$ cat config.mk
export PLATFORM = sky130hd
export DESIGN_NAME = pwm_cap_timer
export DESIGN_NICKNAME = d
export VERILOG_FILES = /design/src/rtl/tmr_pkg.sv /design/src/rtl/tmr_regs.sv /design/src/rtl/tmr_counter.sv /design/src/rtl/tmr_pwm_core.sv /design/src/rtl/tmr_deadband.sv /design/src/rtl/tmr_capture.sv /design/src/rtl/pwm_cap_timer.sv
export SDC_FILE = /design/constraint.sdc
export NUM_CORES = 1
export LEC_CHECK = 0
export BUFFER_PORTS_ARGS = -buffer_cell sky130_fd_sc_hd__buf_2
export CAP_MARGIN = 10
export CORE_ASPECT_RATIO = 1.2
export CORE_MARGIN = 10
export CORE_UTILIZATION = 40
export CTS_BUF_LIST = sky130_fd_sc_hd__clkbuf_4
export DETAILED_ROUTE_END_ITERATION = 6
export SLEW_MARGIN = 20
export SYNTH_ARGS = -nofsm -noshare
export SYNTH_HDL_FRONTEND = slang
export SYNTH_HIERARCHICAL = 1
export SYNTH_SLANG_ARGS = --single-unit
$ cat constraint.sdc
create_clock -name clk -period 3.6 [get_ports clk]
set_clock_uncertainty 0.05 [all_clocks]
set_input_delay 0.18 -clock clk [delete_from_list [all_inputs] [get_ports clk]]
set_output_delay 0.18 -clock clk [all_outputs]
set_load 0.02 [all_outputs]
$ cat src/rtl/tmr_pkg.sv
package tmr_pkg;
  localparam int CNT_W  = 16;
  localparam int BYTE_W = 8;
  localparam int ADDR_W = 3;
  localparam int DB_W   = 3;
  localparam int SYNC_N = 2;

  localparam logic [ADDR_W-1:0] A_CTL0  = 3'd0;
  localparam logic [ADDR_W-1:0] A_CTL1  = 3'd1;
  localparam logic [ADDR_W-1:0] A_CMP_H = 3'd2;
  localparam logic [ADDR_W-1:0] A_CMP_L = 3'd3;
  localparam logic [ADDR_W-1:0] A_RLD_H = 3'd4;
  localparam logic [ADDR_W-1:0] A_RLD_L = 3'd5;
  localparam logic [ADDR_W-1:0] A_CNT_H = 3'd6;
  localparam logic [ADDR_W-1:0] A_CNT_L = 3'd7;

  localparam logic [3:0] MODE_PWM = 4'b0011;
  localparam logic [3:0] MODE_CAP = 4'b0100;

  localparam logic [1:0] SRC_CAP_ONLY = 2'b10;
  localparam logic [1:0] SRC_RLD_ONLY = 2'b11;

  typedef struct packed {
    logic            mode_hi;
    logic [1:0]      irq_src;
    logic [DB_W-1:0] db;
    logic            en;
    logic            pol;
    logic            edge_fall;
    logic [2:0]      mode_lo;
  } tmr_cfg_t;
endpackage

$ cat src/rtl/tmr_regs.sv
module tmr_regs
  import tmr_pkg::*;
#(
  parameter int CW = CNT_W,
  parameter int BW = BYTE_W,
  parameter int AW = ADDR_W
) (
  input  logic          clk,
  input  logic          rst_n,
  input  logic          wr_en,
  input  logic [AW-1:0] addr,
  input  logic [BW-1:0] wr_data,
  input  logic          cap_load,
  input  logic [CW-1:0] cap_value,
  input  logic          irq_raise,
  input  logic          irq_from_cap,
  input  logic [CW-1:0] cnt,
  output tmr_cfg_t      cfg,
  output logic [CW-1:0] cmp_val,
  output logic [CW-1:0] rld_val,
  output logic [BW-1:0] rd_data
);
  localparam int HI_W = CW - BW;

  tmr_cfg_t        cfg_q;
  logic [HI_W-1:0] stage_hi;
  logic [CW-1:0]   cmp_q;
  logic [CW-1:0]   rld_q;
  logic            flag_q;

  always_ff @(posedge clk or negedge rst_n) begin
    if (!rst_n) begin
      cfg_q    <= '0;
      stage_hi <= '0;
      cmp_q    <= '0;
      rld_q    <= '0;
      flag_q   <= 1'b0;
    end else begin
      if (wr_en) begin
        case (addr)
          A_CTL0: begin
            cfg_q.mode_hi <= wr_data[7];
            cfg_q.irq_src <= wr_data[6:5];
            cfg_q.db      <= wr_data[4:2];
          end
          A_CTL1: begin
            cfg_q.en        <= wr_data[7];
            cfg_q.pol       <= wr_data[6];
            cfg_q.edge_fall <= wr_data[5];
            cfg_q.mode_lo   <= wr_data[2:0];
          end
          A_CMP_H: stage_hi <= wr_data[HI_W-1:0];
          A_CMP_L: if (!cap_load) cmp_q <= {stage_hi, wr_data};
          A_RLD_H: rld_q[CW-1:BW] <= wr_data[HI_W-1:0];
          A_RLD_L: rld_q[BW-1:0]  <= wr_data;
          default: ;
        endcase
      end
      if (cap_load) cmp_q <= cap_value;
      if (irq_raise) flag_q <= irq_from_cap;
    end
  end

  always_comb begin
    rd_data = '0;
    case (addr)
      A_CTL0:  rd_data = {cfg_q.mode_hi, cfg_q.irq_src, cfg_q.db, 1'b0, flag_q};
      A_CTL1:  rd_data = {cfg_q.en, cfg_q.pol, cfg_q.edge_fall, 2'b00, cfg_q.mode_lo};
      A_CMP_H: rd_data = cmp_q[CW-1:BW];
      A_CMP_L: rd_data = cmp_q[BW-1:0];
      A_RLD_H: rd_data = rld_q[CW-1:BW];
      A_RLD_L: rd_data = rld_q[BW-1:0];
      A_CNT_H: rd_data = cnt[CW-1:BW];
      A_CNT_L: rd_data = cnt[BW-1:0];
      default: rd_data = '0;
    endcase
  end

  assign cfg     = cfg_q;
  assign cmp_val = cmp_q;
  assign rld_val = rld_q;

  // a high-byte write alone never moves the live compare value
  a_r10_half_write_hidden: assert property (@(posedge clk) disable iff (!rst_n)
    (wr_en && addr == A_CMP_H && !cap_load) |=> $stable(cmp_q));
  // status only moves when an interrupt is raised
  a_r9_flag_hold: assert property (@(posedge clk) disable iff (!rst_n)
    !irq_raise |=> $stable(flag_q));
  // a capture lands the count in the shared pair
  a_r7_capture_load: assert property (@(posedge clk) disable iff (!rst_n)
    cap_load |=> cmp_q == $past(cap_value));
endmodule

$ cat src/rtl/tmr_counter.sv
module tmr_counter
  import tmr_pkg::*;
#(
  parameter int CW = CNT_W
) (
  input  logic          clk,
  input  logic          rst_n,
  input  logic          run,
  input  logic [CW-1:0] reload_val,
  output logic [CW-1:0] cnt,
  output logic          wrap
);
  logic [CW-1:0] cnt_q;

  assign wrap = run && (cnt_q >= reload_val);

  always_ff @(posedge clk or negedge rst_n) begin
    if (!rst_n)    cnt_q <= '0;
    else if (wrap) cnt_q <= CW'(1);
    else if (run)  cnt_q <= cnt_q + CW'(1);
  end

  assign cnt = cnt_q;

  // reload restarts at one
  a_r3_wrap_to_one: assert property (@(posedge clk) disable iff (!rst_n)
    wrap |=> cnt_q == CW'(1));
  // ordinary steps add one, idle holds
  a_r3_step: assert property (@(posedge clk) disable iff (!rst_n)
    (run && !wrap) |=> cnt_q == $past(cnt_q) + CW'(1));
  a_r3_hold: assert property (@(posedge clk) disable iff (!rst_n)
    !run |=> $stable(cnt_q));
endmodule

$ cat src/rtl/tmr_pwm_core.sv
module tmr_pwm_core
  import tmr_pkg::*;
#(
  parameter int CW = CNT_W
) (
  input  logic          clk,
  input  logic          rst_n,
  input  logic          active,
  input  logic          wrap,
  input  logic [CW-1:0] cnt,
  input  logic [CW-1:0] cmp_val,
  output logic          level
);
  logic lvl_q;

  always_ff @(posedge clk or negedge rst_n) begin
    if (!rst_n)               lvl_q <= 1'b0;
    else if (!active || wrap) lvl_q <= 1'b0;
    else if (cnt == cmp_val)  lvl_q <= ~lvl_q;
  end

  assign level = lvl_q;

  // every reload returns the level to its start value
  a_r4_start_on_reload: assert property (@(posedge clk) disable iff (!rst_n)
    (active && wrap) |=> !lvl_q);
  // without a match the level is held
  a_r4_hold_no_match: assert property (@(posedge clk) disable iff (!rst_n)
    (active && !wrap && cnt != cmp_val) |=> $stable(lvl_q));
  // outside PWM mode the level stays at start value
  a_r11_idle_low: assert property (@(posedge clk) disable iff (!rst_n)
    !active |=> !lvl_q);
endmodule

$ cat src/rtl/tmr_deadband.sv
module tmr_deadband
  import tmr_pkg::*;
#(
  parameter int DBW = DB_W
) (
  input  logic           clk,
  input  logic           rst_n,
  input  logic [DBW-1:0] db,
  input  logic           tgt,
  output logic           out
);
  localparam int WW = 1 << DBW;

  logic [WW-1:0] dly;
  logic [WW-1:0] wait_q;
  logic          out_q;

  always_comb dly = (db == '0) ? '0 : (WW'(1) << db);

  always_ff @(posedge clk or negedge rst_n) begin
    if (!rst_n) begin
      out_q  <= 1'b0;
      wait_q <= '0;
    end else if (!tgt) begin
      out_q  <= 1'b0;
      wait_q <= '0;
    end else if (!out_q) begin
      if (wait_q >= dly) out_q <= 1'b1;
      else               wait_q <= wait_q + WW'(1);
    end
  end

  assign out = out_q;

  // a falling target drops the output on the next edge
  a_r6_drop_at_once: assert property (@(posedge clk) disable iff (!rst_n)
    !tgt |=> !out_q);
  // the output cannot rise before the dead time has elapsed
  a_r6_rise_waits: assert property (@(posedge clk) disable iff (!rst_n)
    (tgt && !out_q && wait_q < dly) |=> !out_q);
endmodule

$ cat src/rtl/tmr_capture.sv
module tmr_capture
  import tmr_pkg::*;
#(
  parameter int SN = SYNC_N
) (
  input  logic clk,
  input  logic rst_n,
  input  logic pin,
  input  logic fall_sel,
  input  logic arm,
  output logic hit
);
  logic [SN:0] sync_q;

  always_ff @(posedge clk or negedge rst_n) begin
    if (!rst_n) sync_q <= '0;
    else        sync_q <= {sync_q[SN-1:0], pin};
  end

  logic rise_seen;
  logic fall_seen;
  assign rise_seen = sync_q[SN-1] & ~sync_q[SN];
  assign fall_seen = ~sync_q[SN-1] & sync_q[SN];
  assign hit = arm && (fall_sel ? fall_seen : rise_seen);

  // a hit always corresponds to an edge of the chosen direction
  a_r7_hit_dir: assert property (@(posedge clk) disable iff (!rst_n)
    hit |-> (fall_sel ? (sync_q[SN] && !sync_q[SN-1]) : (!sync_q[SN] && sync_q[SN-1])));
endmodule

$ cat src/rtl/pwm_cap_timer.sv
module pwm_cap_timer
  import tmr_pkg::*;
(
  input  logic              clk,
  input  logic              rst_n,
  input  logic              wr_en,
  input  logic [ADDR_W-1:0] addr,
  input  logic [BYTE_W-1:0] wr_data,
  output logic [BYTE_W-1:0] rd_data,
  input  logic              cap_in,
  output logic              pwm_p,
  output logic              pwm_n,
  output logic              irq
);
  tmr_cfg_t         cfg;
  logic [CNT_W-1:0] cmp_val;
  logic [CNT_W-1:0] rld_val;
  logic [CNT_W-1:0] cnt;
  logic             wrap;
  logic             cap_hit;
  logic             level;
  logic [3:0]       mode;
  logic             pwm_act;
  logic             cap_arm;
  logic             cap_raise;
  logic             rld_raise;
  logic             raise;
  logic             irq_q;

  assign mode    = {cfg.mode_hi, cfg.mode_lo};
  assign pwm_act = cfg.en && (mode == MODE_PWM);
  assign cap_arm = cfg.en && (mode == MODE_CAP);

  assign cap_raise = cap_hit && (cfg.irq_src != SRC_RLD_ONLY);
  assign rld_raise = wrap && (cfg.irq_src != SRC_CAP_ONLY);
  assign raise     = cap_raise || rld_raise;

  tmr_regs u_regs (
    .clk(clk), .rst_n(rst_n), .wr_en(wr_en), .addr(addr), .wr_data(wr_data),
    .cap_load(cap_hit), .cap_value(cnt), .irq_raise(raise),
    .irq_from_cap(cap_raise), .cnt(cnt), .cfg(cfg), .cmp_val(cmp_val),
    .rld_val(rld_val), .rd_data(rd_data)
  );

  tmr_counter u_cnt (
    .clk(clk), .rst_n(rst_n), .run(cfg.en), .reload_val(rld_val),
    .cnt(cnt), .wrap(wrap)
  );

  tmr_pwm_core u_pwm (
    .clk(clk), .rst_n(rst_n), .active(pwm_act), .wrap(wrap), .cnt(cnt),
    .cmp_val(cmp_val), .level(level)
  );

  tmr_capture u_cap (
    .clk(clk), .rst_n(rst_n), .pin(cap_in), .fall_sel(cfg.edge_fall),
    .arm(cap_arm), .hit(cap_hit)
  );

  logic [1:0] tgt;
  logic [1:0] outs;
  assign tgt[0] = level ^ cfg.pol;
  assign tgt[1] = ~tgt[0];

  for (genvar g = 0; g < 2; g++) begin : g_chan
    tmr_deadband u_db (
      .clk(clk), .rst_n(rst_n), .db(cfg.db), .tgt(tgt[g]), .out(outs[g])
    );
  end

  assign pwm_p = outs[0];
  assign pwm_n = outs[1];

  always_ff @(posedge clk or negedge rst_n) begin
    if (!rst_n) irq_q <= 1'b0;
    else        irq_q <= raise;
  end
  assign irq = irq_q;

  // complementary outputs never overlap
  a_r6_never_both: assert property (@(posedge clk) disable iff (!rst_n)
    !(pwm_p && pwm_n));
  // capture-only source ignores a lone reload
  a_r8_cap_only_src: assert property (@(posedge clk) disable iff (!rst_n)
    (cfg.irq_src == SRC_CAP_ONLY && !cap_hit) |=> !irq);
  // reload-only source ignores a lone capture
  a_r8_rld_only_src: assert property (@(posedge clk) disable iff (!rst_n)
    (cfg.irq_src == SRC_RLD_ONLY && !wrap) |=> !irq);
  // no capture outside capture mode
  a_r11_no_cap_idle: assert property (@(posedge clk) disable iff (!rst_n)
    !cap_arm |-> !cap_hit);
endmodule

# After elaboration in Yosys (flattened, before gate mapping)
# Index checks and enable logic that the tools add are counted.
# W data, S select, Z words.
[op_classes] n_addsub=3 magnitude_cmp=3 eq_ne=16 n_shift=1 n_mux=22 bitwise=6 reduce_logical=23
[ops] op="$mux W16" n=5
[ops] op="$pmux W8 S8" n=1
[ops] op="$mux W8" n=7
[ops] op="$add A16 B1 Y16 const B" n=1
[ops] op="$add A8 B1 Y8 const B" n=2
[ops] op="$eq A16 B16 Y1" n=1
[ops] op="$ge A16 B16 Y1" n=1
[ops] op="$ge A8 B8 Y1" n=2
[ops] op="$reduce_and A2 Y1" n=8
[ops] op="$eq A3 B3 Y1 const B" n=4
[ops] op="$ne A2 B2 Y1 const B" n=6
[ops] op="$mux W1" n=9
[ops] op="$reduce_bool A2 Y1" n=4
[ops] op="$shl A1 B3 Y8 const A" n=1
[ops] op="$eq A3 B2 Y1 const B" n=2
[ops] op="$logic_and A1 B1 Y1" n=6
[ops] op="$logic_not A3 Y1" n=2
[ops] op="$eq A4 B2 Y1 const B" n=1
[ops] op="$eq A4 B3 Y1 const B" n=1
[ops] op="$eq A3 B1 Y1 const B" n=1
[ops] op="$not A1 Y1" n=3
[ops] op="$and A1 B1 Y1" n=2
[ops] op="$logic_or A1 B1 Y1" n=2
[ops] op="$logic_not A1 Y1" n=1
[ops] op="$xor A1 B1 Y1" n=1
[totals] reg_bits=92 input_bits=15 output_inout_bits=11 wordCells=94

# Longest topological paths before layout
# Gate-level depths: netlist of run 1.
[depth] ltp_word=6 mapped_depth=9 mapped_depth_nobuf=9

# Hierarchy
# Netlist of run 1, hierarchy kept.
[modules_own_cells] module="tmr_regs" n_inst=1 cells_each=230 area_per_inst_um2=2792.7 seq_area_each_um2=1326.3
[modules_own_cells] module="tmr_counter" n_inst=1 cells_each=137 area_per_inst_um2=1223.7 seq_area_each_um2=400.4
[modules_own_cells] module="tmr_deadband at g_chan[0].u_db" n_inst=1 cells_each=73 area_per_inst_um2=710.7 seq_area_each_um2=225.2
[modules_own_cells] module="tmr_deadband at g_chan[1].u_db" n_inst=1 cells_each=73 area_per_inst_um2=670.6 seq_area_each_um2=225.2
[modules_own_cells] module="tmr_pwm_core" n_inst=1 cells_each=25 area_per_inst_um2=229.0 seq_area_each_um2=25.0
[modules_own_cells] module="pwm_cap_timer" n_inst=1 cells_each=11 area_per_inst_um2=110.1 seq_area_each_um2=25.0
[modules_own_cells] module="tmr_capture" n_inst=1 cells_each=6 area_per_inst_um2=98.8 seq_area_each_um2=75.1

# Worst setup path after synthesis of run 1
# No wires, ideal clock.
[synth_timing] path_type="register to register" from="reg u_cnt.cnt_q[13] (netlist: u_cnt/cnt[13])" to="reg u_regs.flag_q" arrival_time_ns=2.757 required_time_ns=3.425 slack_ns=0.669 stages_incl_launch_ff=9 n_path_buf=0 synth_period_minus_slack_ns=2.931 path_cell_list="dfrtp_1 -> ha_1 -> nand4_1 -> or3_1 -> or4_4 -> a31oi_4 -> mux2i_1 -> a21oi_1 -> mux2_2"
[synth_via] elab_chain_len=4
[synth_rtl] element="start: declaration" line_no="tmr_counter.sv:13" source="logic [CW-1:0] cnt_q;"
[synth_rtl] element="start signal: assignment" line_no="tmr_counter.sv:20" source="else if (run) cnt_q <= cnt_q + CW'(1);"
[synth_rtl] element="$ge A16 B16 Y1" line_no="tmr_counter.sv:15" source="assign wrap = run && (cnt_q >= reload_val);"
[synth_rtl] element="$logic_and A1 B1 Y1" line_no="tmr_counter.sv:15"
[synth_rtl] element="named net wrap" line_no="pwm_cap_timer.sv:19" source="logic wrap;"
[synth_rtl] element="$logic_and A1 B1 Y1" line_no="pwm_cap_timer.sv:35" source="assign rld_raise = wrap && (cfg.irq_src != SRC_CAP_ONLY);"
[synth_rtl] element="$logic_or A1 B1 Y1" line_no="pwm_cap_timer.sv:36" source="assign raise = cap_raise || rld_raise;"
[synth_rtl] element="named net raise" line_no="pwm_cap_timer.sv:27" source="logic raise;"
[synth_rtl] element="end signal: assignment" line_no="tmr_regs.sv:60" source="if (irq_raise) flag_q <= irq_from_cap;"
[synth_rtl] element="end: declaration" line_no="tmr_regs.sv:29" source="logic flag_q;"
# The timed path passes the listed nets, and every way through them passes these cells.
# A chain may end at the register's enable or synchronous reset.

# Final worst setup path of run 1
# Ends and elaborated chain as after synthesis.

==> results.md, run 1 <==
* Synth Net Count at 603
* Full die area at 0.0198 mm2
* Multiplexer share of the synthesized area at 16.0%
* Insertion delay to the later sink of the worst-skew pair at 490 ps
* CTS H-Tree Depth at 3
* Max Cap Viol at 0
* TritonRoute pass-1 iters at 5
* DR DRC count at 0
* Post-route fraction of the period consumed by the critical path at roughly 85%
* Run status: finished clean
* Maximum clock frequency at 0.329 GHz
* Worst slew slack as a fraction of its limit at 32.9%
* Top post-synthesis cells by area: sky130_fd_sc_hd__dfrtp_1 39%, sky130_fd_sc_hd__ha_1 7.1%, sky130_fd_sc_hd__mux2i_1 6.7%
* Synth cell types at 67
* Worst Reg-to-Reg Cells at 8
* Detailed Route WL at 15,000 um
* N_diodes at 0
* Number of max-slew violations in the final report at 0
* Congestion Overflow GR at 0
* Placed instance area at 0.00607 mm2
* Max Root-Sink Buffers at 2
* Buffers plus inverters on the worst setup path at 0
* Setup repair after global routing missed its margin: false
* Sequential cell area at between 0.002 and 0.0025 mm2
* Detailed placement HPWL at 10,700 um
* Clock-pin slew of the registers on the worst-case setup and hold paths at 140 ps
* Library cell contributing the largest single delay on the critical path: sky130_fd_sc_hd__or4_4
* Die Ht at roughly 150 um
* Final setup fails at 0
* Signal arrival time at the worst endpoint at 3380 ps
* Number of vias after detailed routing at 4,380
* Layout cells sized above 1 at 18.8%
* Worst hold-check path type: primary input to flip-flop
* Cell type with the largest total area after synthesis: sky130_fd_sc_hd__dfrtp_1
* Total routing usage reported by global routing at 15.6%
* Cells after Synth at 555
* Fill count at about 1,400
* Adder and majority gate portion of the synthesized area at 7.08%
* Yosys reg bits at 92
* Via count of the first global-routing pass at 4,557
* Antenna violations before repair at 0
* Required time of the critical path at 3930 ps
* Post-synthesis instance area at roughly 0.0058 mm2
* Cell types with the highest counts after synthesis: 92 x sky130_fd_sc_hd__dfrtp_1, 54 x sky130_fd_sc_hd__nand2_1, 39 x sky130_fd_sc_hd__mux2i_1
* Synthesis-to-layout area growth at 8.49%
* Max FO, Critical Path at 6
* Starting density of the core at 40.7%
* Start-to-end type of the worst setup path: flip-flop to flip-flop
* Compound-gate portion of the synthesized area at 10.5%
* Combinational family with the most area after synthesis: simple AND/OR/NAND/NOR gates
* Max IR drop VDD at 0.276 mV
* Number of warning messages in the yosys log at 6
* Global placement routability congestion at 0.897
* Sum of negative setup slack at 0 ps
* Simple-Gate Fraction of Synth Area at 19.3%
* Hold Vio Cnt, Final at 0
* Synth Area in XOR/XNOR at ~3.5%
* Number of DRC violations after detailed-routing iteration 0 at 265
* Portion of synthesized cell area occupied by the leading cell type at 39.5%
* Pin slew with the least headroom to its limit at 1010 ps
* Vias per cell at between 5 and 6
* Async set-or-reset flop fraction in the synthesized netlist at 100%
* Chip Width at 130 um
* Largest net degree at the start of global routing at 76
* Clk sinks at 92
* Final design instance area without fill at 0.00633 mm2
* Number of nets at the end of the flow at 635
* Area of the multi-input gates at 0.00329 mm2
* Cell Pwr Density at about 520 mW/mm2
* Top delay family on crit path: simple AND/OR/NAND/NOR gates
* Worst-case hold slack at approximately 130 ps
* Routed wire per std cell at between 15 and 20 um
* Global-route wire length before repair at roughly 24,000 um
* Time the final worst path needs with I/O delays and setup at a little over 3000 ps
* Number of enable flip-flop cells after synthesis at 0
* Syn Area/Cell at 10.5 um2
* Number of logic stages on the critical path including buffering at 8
* Cell breakdown of the critical path: ha_1 -> nand4_1 -> or3_1 -> or4_4 -> a31oi_4 -> mux2i_1 -> a21oi_1 -> mux2_2
* # IOs at 26
* Crit. End Element: flip-flop
* Number of CTS-inserted buffers at 9
* TritonCTS clock tree: built
* Std cell rows at between 40 and 50
* Clock root buffer: sky130_fd_sc_hd__clkbuf_4
* Leakage power at 0.00288 uW
* Count leader, synth: sky130_fd_sc_hd__dfrtp_1
* Number of antenna-violating nets in the routed design at 0
* Number of cells on the worst hold path at 5
* Top flip-flop cell by instance count after synthesis: sky130_fd_sc_hd__dfrtp_1
* CP max stage delay at between 500 and 600 ps
* Core ar. at 0.0144 mm2
* Element type at the critical path start: flip-flop
* Number of buffers added on ports at 25
* Share of synthesized area occupied by flip-flops and latches at roughly 39%
==> routing by layer <==
layer | routed length [um] | vias to the layer above | global-route usage [%]
met4 | 408 | 0 | 6.44
met2 | 7610 | 90 | 26.2
met1 | 6520 | 2188 | 19.3
met5 | 0 | - | 0
li1 | - | 2074 | -
met3 | 435 | 28 | 2.16
==> per-stage QoR <==
stage	std cells	utilization, %	worst slack [ps]	power, uW
floorplan	555	-	669	2290
global placement	741	42.3	629	2610
detailed placement	741	42.3	586	2650
CTS	766	44.1	569	3320
global route	766	44.1	445	3510
finish	766	44.1	556	3300
==> final timing paths <==
check                                 from  slack (ps)                  endpoint
max in group asynchronous            rst_n        2330         u_regs/cmp_val[7]
max reg2reg                  u_cnt/cnt[13]         560             u_regs/flag_q
max                          u_cnt/cnt[13]         560             u_regs/flag_q
min                                  wr_en         130             u_regs/cfg[1]
min reg2reg                u_cap/sync_q[0]         320           u_cap/sync_q[1]
min in group asynchronous            rst_n         310  g_chan[1].u_db/wait_q[5]
==> power breakdown <==
part | switching [uW] | total, uW | internal [uW]
Clock | 377 | 656 | 279
Combinational | 578 | 1090 | 512
Sequential | 296 | 1550 | 1250
==> cell usage in the layout (no fill, tap or decap), types with 10 or more instances in the layout <==
cell and instances:
sky130_fd_sc_hd__xnor2_1 19, sky130_fd_sc_hd__nand2b_1 13, sky130_fd_sc_hd__mux2_2 29, sky130_fd_sc_hd__buf_2 24
sky130_fd_sc_hd__ha_1 33, sky130_fd_sc_hd__dlygate4sd3_1 10, sky130_fd_sc_hd__a21oi_1 16, sky130_fd_sc_hd__dfrtp_1 92
sky130_fd_sc_hd__nand2_1 54, sky130_fd_sc_hd__o21ai_0 30, sky130_fd_sc_hd__nand4_1 13, sky130_fd_sc_hd__mux2i_1 39
sky130_fd_sc_hd__inv_1 24, sky130_fd_sc_hd__nand3_1 10, sky130_fd_sc_hd__nor2_1 27
==> repair_timing <==
action                    in CTS  in global routing
resized for setup              0                  0
hold endpoints to repair     113                  0
hold buffers                  10                  0
buffers inserted               0                  0
==> sequential cells by signal, indices dropped and copies added (netlist names) <==
signal              count
g_chan.u_db/out         2
g_chan.u_db/wait_q     16
irq                     1
u_cap/sync_q            3
u_cnt/cnt              16
u_pwm/level             1
u_regs/cfg             12
u_regs/cmp_val         16
u_regs/flag_q           1
u_regs/rld_val         16
u_regs/stage_hi         8
==> final cells by class <==
class,count,area share (%)
Inverter,24,1.42
Sequential cell,92,36.4
Clock buffer,9,1.07
Multi-Input combinational cell,419,52.0
Tap cell,175,3.46
Clock inverter,6,1.42
Timing Repair Buffer,41,4.31
==> cell families after synthesis <==
group / count (synthesis)
muxes: 80
adders and majority gates: 33
AOI/OAI and AO/OA: 92
DFF: 92
buffers and inverters: 44
and+or+nand+nor: 191
xor gates and xnor gates: 23
==> worst reg2reg max path: cells and delay by family (launching register included) <==
kind                     cells  cell delay, ps
AND/OR/NAND/NOR              3            1150
flip-flops                   1             490
AO/OA/AOI/OAI                2             470
multiplexers                 2             460
adder cells (fa/ha/maj)      1             340
Power figures use the tool's default switching activity.
==> run 2: changes to the inputs <==
Clock period 3.6 ns to 3.1 ns, I/O delays scaled along.
==> run 2 against run 1 <==
  * First-iteration DRC count fell by 7.9%
  * Critical endpoint unchanged
  * Fmax up 3.4%
  * Critical path type unchanged
  * Register-to-register slack got worse by 400 ps
  * Power grew 13%
  * Core utilization up 0.61 points
  * Critical path depth increased by 1
  * Clock power shrank 0.6%
  * Largest cell class unchanged
  * Via count is 0.16% higher
  * Final area up 1.4%
  * Count of clock-buffer cells in the layout unchanged
  * Hold slack gained 1.9 ps
  * Sequential power rose by 12%
==> results.md, run 2 (synthesis gave the netlist of run 1 again) <==
* Worst setup path startpoint: u_regs/rld_val[13] (was u_cnt/cnt[13])
* Clk sinks at 92 (unchanged)
* Number of buffers added on ports at 25 (unchanged)
* Number of max-slew violations in the final report at 0 (unchanged)
* Congestion Overflow GR at 0 (unchanged)
* Core ar. at 0.0144 mm2 (unchanged)
* Worst hold-check path type: primary input to flip-flop (unchanged)
* Element type at the critical path start: flip-flop (unchanged)
* Fill count at 1,381 (was 1,391)
* Signal arrival time at the worst endpoint at 3290 ps (was 3380 ps)
* Insertion delay to the later sink of the worst-skew pair at 500 ps (was 490 ps)
* Reg2reg end: u_regs/flag_q (unchanged)
* Most used cells in the layout excluding fill and tap cells: 92 x sky130_fd_sc_hd__dfrtp_1, 54 x sky130_fd_sc_hd__nand2_1, 39 x sky130_fd_sc_hd__mux2i_1 (unchanged)
* Chip Width at 130 um (unchanged)
* DR DRC count at 0 (unchanged)
* Starting density of the core at 40.7% (unchanged)
* Sequential cell area at 0.00230 mm2 (unchanged)
* Largest net degree at the start of global routing at 65 (was 76)
* Antenna violations before repair at 0 (unchanged)
* Startpoint of the lowest-slack register-to-register path: u_regs/rld_val[13] (was u_cnt/cnt[13])
* Time the final worst path needs with I/O delays and setup at 2940 ps (was 3040 ps)
* Clock-pin slew of the registers on the worst-case setup and hold paths at 160 ps (was 140 ps)
* Pin slew with the least headroom to its limit at 860 ps (was 1010 ps)
* Full die area at 0.0198 mm2 (unchanged)
* Global-route wire length before repair at 24,200 um (was 24,400 um)
* Maximum clock frequency at 0.340 GHz (was 0.329 GHz)
* TritonCTS clock tree: built (unchanged)
* Cell Pwr Density at 583 mW/mm2 (was 521 mW/mm2)
* Library cell contributing the largest single delay on the critical path: sky130_fd_sc_hd__or4_4 (unchanged)
* Crit. End Element: flip-flop (unchanged)
* Leakage power at 0.00294 uW (was 0.00288 uW)
* Run status: finished clean (unchanged)
* Number of antenna-violating nets in the routed design at 0 (unchanged)
* Leading cell type in the layout, fill and taps excluded: sky130_fd_sc_hd__dfrtp_1 (unchanged)
* N_diodes at 0 (unchanged)
* Worst slew slack as a fraction of its limit at 42.7% (was 32.9%)
* Max FO, Critical Path at 3 (was 6)
* Detailed placement HPWL at 10,700 um (about the same)
* Die Ht at 152 um (unchanged)
* Hold Vio Cnt, Final at 0 (unchanged)
* Area of the multi-input gates at 0.00329 mm2 (unchanged)
* Crit path to: u_regs/flag_q (unchanged)
* Worst-case hold slack at 134 ps (was 132 ps)
* Layout cells sized above 1 at 21.2% (was 18.8%)
* TritonRoute pass-1 iters at 5 (unchanged)
* CTS H-Tree Depth at 3 (unchanged)
* Number of nets at the end of the flow at 651 (was 635)
* CP max stage delay at 590 ps (about the same)
* Detailed Route WL at 14,800 um (was 15,000 um)
* Via count of the first global-routing pass at 4,588 (was 4,557)
* Final setup fails at 0 (unchanged)
* Max Cap Viol at 0 (unchanged)
* Worst Reg-to-Reg Cells at 9 (was 8)
* Clock root buffer: sky130_fd_sc_hd__clkbuf_4 (unchanged)
* Start-to-end type of the worst setup path: flip-flop to flip-flop (unchanged)
* Setup repair after global routing missed its margin: false (unchanged)
* Synthesis-to-layout area growth at 9.99% (was 8.49%)
* # IOs at 26 (unchanged)
* Std cell rows at 48 (unchanged)
* Post-route fraction of the period consumed by the critical path at 95.0% (was 84.6%)
* Number of gates resized after CTS at 0 (unchanged)
* Total routing usage reported by global routing at 15.4% (was 15.6%)
* Number of CTS-inserted buffers at 9 (unchanged)
* Max IR drop VDD at 0.351 mV (was 0.276 mV)
* Cell breakdown of the critical path: inv_1 -> ha_1 -> nand4_1 -> or3_1 -> or4_4 -> a31oi_4 -> mux2i_1 -> a21oi_1 -> mux2_2 (was ha_1 -> nand4_1 -> or3_1 -> or4_4 -> a31oi_4 -> mux2i_1 -> a21oi_1 -> mux2_2)
* Routed wire per std cell at 18.9 um (was 19.5 um)
* Max Root-Sink Buffers at 2 (unchanged)
* Required time of the critical path at 3450 ps (was 3930 ps)
* Number of DRC violations after detailed-routing iteration 0 at 244 (was 265)
* Setup slack, reg-to-reg at 160 ps (was 560 ps)
* Global placement routability congestion at 0.909 (was 0.897)
* Hold path start: wr_en (unchanged)
* Sum of negative setup slack at 0 ps (unchanged)
* Vias per cell at 5.60 (was 5.72)
* Number of vias after detailed routing at 4,387 (was 4,380)
## run 2: cell types whose count changed in the layout (fill, tap and decap cells not counted)
cell	delta
sky130_fd_sc_hd__buf_4	+16
sky130_fd_sc_hd__bufinv_16	-2
sky130_fd_sc_hd__clkinv_1	-1
sky130_fd_sc_hd__clkinv_2	+1
sky130_fd_sc_hd__clkinv_4	-2
sky130_fd_sc_hd__clkinvlp_4	+2
sky130_fd_sc_hd__inv_6	+2
sky130_fd_sc_hd__inv_8	+1
## run 2: worst max-delay path, delay by kind of cell (launching register included)
family,cells,cell delay [ps]
compound gates,2,420
fa+ha+maj,1,290
buf+inv,1,50
flops,1,400
mux,2,450
simple gates,3,1180
## run 2: per-stage QoR
stage,power [uW],std cells,setup WS (ps),area (um2),util (%)
3_3_place_gp,3070,757,202,6190,43.1
6_report,3740,783,156,6420,44.7
4_1_cts,3770,783,140,6420,44.7
5_1_grt,4000,783,30.0,6420,44.7
3_5_place_dp,3100,757,136,6190,43.1
2_1_floorplan,2660,555,169,5840,-
## run 2: routing by layer
| layer | GRT usage, % | up-vias | part of all wire (%) |
|---|---|---|---|
| met5 | 0 | - | 0 |
| met4 | 6.28 | 0 | 2.6 |
| met3 | 2.78 | 26 | 3.5 |
| met2 | 26.5 | 81 | 51 |
| met1 | 18.1 | 2189 | 43 |
| li1 | - | 2091 | - |
## run 2: final cells by class
cell class	instances	area share, %
flip-flops and latches	92	35.9
inverters	24	1.40
multi-input cells	419	51.2
clock inverters	7	0.897
repair buffers	57	6.12
well taps	175	3.41
clock buffers	9	1.05
## run 2: worst min path at each step
stage	end	slack, ps	cells past startpoint
finish	u_regs/cfg[1]	130	5
global route	u_regs/cfg[1]	140	5
CTS	u_regs/cfg[1]	100	5
detailed placement	u_cap/sync_q[0]	220	1
global placement	u_cap/sync_q[0]	210	1
floorplan	g_chan[0].u_db/out	-190	0
## run 2: repair_timing
item                      4_1_cts  5_1_grt
hold buffers                   10        0
hold endpoints to repair      105        0
buffers inserted                0        0
## run 2: power by group
| part | switching [uW] | leakage (uW) | internal [uW] | total [uW] |
|---|---|---|---|---|
| sequential | 277 | 0.00116 | 1460 | 1730 |
| combinational | 721 | 0.00172 | 632 | 1350 |
| clock | 477 | 0.0000648 | 175 | 652 |
| total | 1470 | 0.00294 | 2270 | 3740 |
==> run 3: changes to the inputs <==
Settings changed: REMOVE_ABC_BUFFERS set to 1.
==> run 3 against run 2 <==
  * Clock power increased by 13%
  * Count of clock-buffer cells in the layout stayed put
  * Die area stayed put
  * Sequential power hardly changed
  * Critical path depth is the same
  * Combinational power is essentially flat
  * Flip-flop and latch count did not move
  * Power increased by 2.5%
  * Fmax fell by 1.1%
  * Highest routed layer unchanged
  * Global-route usage shrank 0.16 points
  * Hold slack worse by 14 ps
  * Core utilization rose by 0.15 points
==> results.md, run 3 (synthesis gave the netlist of run 1 again) <==
* Run status: finished clean (unchanged)
* Total routing usage reported by global routing at 15.2% (was 15.4%)
* Max IR drop VDD at 0.305 mV (was 0.351 mV)
* Insertion delay to the later sink of the worst-skew pair at 500 ps (about the same)
* Std cell rows at 48 (unchanged)
* Top layer reached by signal wires: met4 (unchanged)
* Largest net degree at the start of global routing at 54 (was 65)
* Max FO, Critical Path at 3 (unchanged)
* Synthesis-to-layout area growth at 10.4% (was 9.99%)
* Buffers plus inverters on the worst setup path at 1 (unchanged)
* Number of CTS-inserted buffers at 9 (unchanged)
* # IOs at 26 (unchanged)
* Global placement routability congestion at 0.896 (was 0.909)
* Detailed placement HPWL at 10,600 um (was 10,700 um)
* Max Cap Viol at 0 (unchanged)
* Crit. End Element: flip-flop (unchanged)
* Worst Reg-to-Reg Cells at 9 (unchanged)
* TritonRoute pass-1 iters at 4 (was 5)
* Number of antenna-violating nets in the routed design at 0 (unchanged)
* Reg2reg end: u_regs/flag_q (unchanged)
* Proportion of power drawn by the clock network at 19.3% (was 17.4%)
* Met2 routed wirelength at 7320 um (was 7510 um)
* Starting density of the core at 40.7% (unchanged)
* Pin slew with the least headroom to its limit at 710 ps (was 860 ps)
* Detailed Route WL at 14,700 um (was 14,800 um)
* Switching Share at 38.8% (was 39.4%)
* Total routed wire length on the met1 layer at 6510 um (was 6380 um)
* Post-route fraction of the period consumed by the critical path at 96.0% (was 95.0%)
* Clock-pin slew of the registers on the worst-case setup and hold paths at 170 ps (was 160 ps)
* Global-route wire length before repair at 23,600 um (was 24,200 um)
* Chip Width at 130 um (unchanged)
* Routed wire per std cell at 18.8 um (was 18.9 um)
* Worst hold-check path type: primary input to async pin (was primary input to flip-flop)
* Worst slew slack as a fraction of its limit at 52.7% (was 42.7%)
* Max Root-Sink Buffers at 2 (unchanged)
* Signal arrival time at the worst endpoint at 3330 ps (was 3290 ps)
* Setup slack, reg-to-reg at 120 ps (was 160 ps)
* Cell breakdown of the critical path: inv_1 -> ha_1 -> nand4_1 -> or3_1 -> or4_4 -> a31oi_4 -> mux2i_1 -> a21oi_1 -> mux2_2 (unchanged)
* TritonCTS clock tree: built (unchanged)
* Layout cells sized above 1 at 21.0% (was 21.2%)
* Sum of negative setup slack at 0 ps (unchanged)
* Leakage power at 0.00295 uW (was 0.00294 uW)
* Time the final worst path needs with I/O delays and setup at 2980 ps (was 2940 ps)
* Core ar. at 0.0144 mm2 (unchanged)
* Startpoint of the lowest-slack register-to-register path: u_regs/rld_val[14] (was u_regs/rld_val[13])
* Congestion Overflow GR at 0 (unchanged)
* Full die area at 0.0198 mm2 (unchanged)
* Die Ht at 152 um (unchanged)
* Start-to-end type of the worst setup path: flip-flop to flip-flop (unchanged)
* DR DRC count at 0 (unchanged)
* Number of buffers added on ports at 25 (unchanged)
* Required time of the critical path at 3450 ps (about the same)
* Clock root buffer: sky130_fd_sc_hd__clkbuf_4 (unchanged)
* Setup repair after global routing missed its margin: false (unchanged)
* CTS H-Tree Depth at 3 (unchanged)
* Fill count at 1,373 (was 1,381)
* Clk sinks at 92 (unchanged)
* P_sw at 1490 uW (was 1470 uW)
* Hold Vio Cnt, Final at 0 (unchanged)
* CP max stage delay at 590 ps (about the same)
* Library cell contributing the largest single delay on the critical path: sky130_fd_sc_hd__or4_4 (unchanged)
* Element type at the critical path start: flip-flop (unchanged)
* Number of DRC violations after detailed-routing iteration 0 at 286 (was 244)
* Met3 routed wirelength at 618 um (was 520 um)
* Leading cell type in the layout, fill and taps excluded: sky130_fd_sc_hd__dfrtp_1 (unchanged)
* Final standard cell utilization of the core at 44.9% (was 44.7%)
* Top delay family on crit path: simple AND/OR/NAND/NOR gates (unchanged)
* Number of vias after detailed routing at 4,359 (was 4,387)
* Maximum clock frequency at 0.336 GHz (was 0.340 GHz)
* Vias per cell at 5.57 (was 5.60)
* Worst-case hold slack at 120 ps (was 134 ps)
* Number of max-slew violations in the final report at 0 (unchanged)
* Antenna violations before repair at 1 (was 0)
* Number of nets at the end of the flow at 649 (was 651)
* Combinational group share of total power at 35.4% (was 36.2%)
* Final setup fails at 0 (unchanged)
* Cell Pwr Density at 595 mW/mm2 (was 583 mW/mm2)
* Fraction of power consumed by sequential logic at 45.3% (was 46.4%)
* Via count of the first global-routing pass at 4,410 (was 4,588)
* Most used cells in the layout excluding fill and tap cells: 92 x sky130_fd_sc_hd__dfrtp_1, 54 x sky130_fd_sc_hd__nand2_1, 39 x sky130_fd_sc_hd__mux2i_1 (unchanged)
* Design internal power at 2350 uW (was 2270 uW)
## run 3: cell count changes in the layout (fill, tap and decap cells not counted)
cell / change
sky130_fd_sc_hd__buf_4: -3
sky130_fd_sc_hd__inv_8: -1
sky130_fd_sc_hd__bufinv_16: +1
sky130_fd_sc_hd__diode_2: +1
sky130_fd_sc_hd__clkinvlp_4: -2
sky130_fd_sc_hd__inv_6: +2
sky130_fd_sc_hd__buf_12: +1
## run 3: metal layers
layer	GRT usage, %	vias up
met5	0	-
met4	4.45	0
met3	3.55	21
met2	25.1	74
met1	19.1	2160
li1	-	2104
## run 3: what timing repair did
item | CTS | global route
hold endpoints to repair | 84 | 0
hold buffers | 10 | 0
endpoints found under the setup margin | 0 | 1
resized for setup | 0 | 0
buffers inserted | 0 | 2
## run 3: worst max path at each step
stage	cells past startpoint	startpoint	slack (ps)	to
floorplan	8	u_cnt/cnt[13]	150	u_regs/flag_q
global placement	8	u_cnt/cnt[12]	220	u_regs/flag_q
detailed placement	8	u_cnt/cnt[12]	170	u_regs/flag_q
CTS	8	u_cnt/cnt[12]	110	u_regs/flag_q
global route	8	u_cnt/cnt[12]	10	u_regs/flag_q
finish	9	u_regs/rld_val[14]	120	u_regs/flag_q
## run 3: area by class of cell
cell class | instances | area, um2 | area share (%)
flip-flops and latches | 92 | 2300 | 35.7
clock buffers | 9 | 67.6 | 1.05
inverters | 24 | 90.1 | 1.40
repair buffers | 55 | 390 | 6.06
well taps | 175 | 219 | 3.40
clock inverters | 7 | 78.8 | 1.22
multi-input cells | 419 | 3290 | 51.1
diodes | 1 | 2.50 | 0.0389
## run 3: power groups by stage
| stage | logic (uW) | clock network (uW) | registers [uW] |
|---|---|---|---|
| floorplan | 889 | 0 | 1730 |
| global placement | 1320 | 0 | 1740 |
| detailed placement | 1350 | 0 | 1760 |
| CTS | 1360 | 767 | 1740 |
| global route | 1510 | 823 | 1780 |
| finish | 1360 | 739 | 1740 |
## run 3: worst reg2reg max path, delay by kind of cell (launching register included)
| family | cells | cell delay [ps] |
|---|---|---|
| AND/OR/NAND/NOR | 3 | 1180 |
| multiplexers | 2 | 450 |
| AO/OA/AOI/OAI | 2 | 430 |
| flip-flops | 1 | 400 |
| adder cells (fa/ha/maj) | 1 | 300 |
| buffers and inverters | 1 | 50 |
## run 3: metrics by stage
step / power, uW / setup WS, ps / std cells / area, um2
after floorplan: 2620 / 151 / 535 / 5680
after global placement: 3060 / 215 / 753 / 6180
after detailed placement: 3110 / 172 / 753 / 6180
after CTS: 3870 / 115 / 779 / 6420
after global routing: 4110 / 14.5 / 782 / 6440
final: 3830 / 123 / 782 / 6440
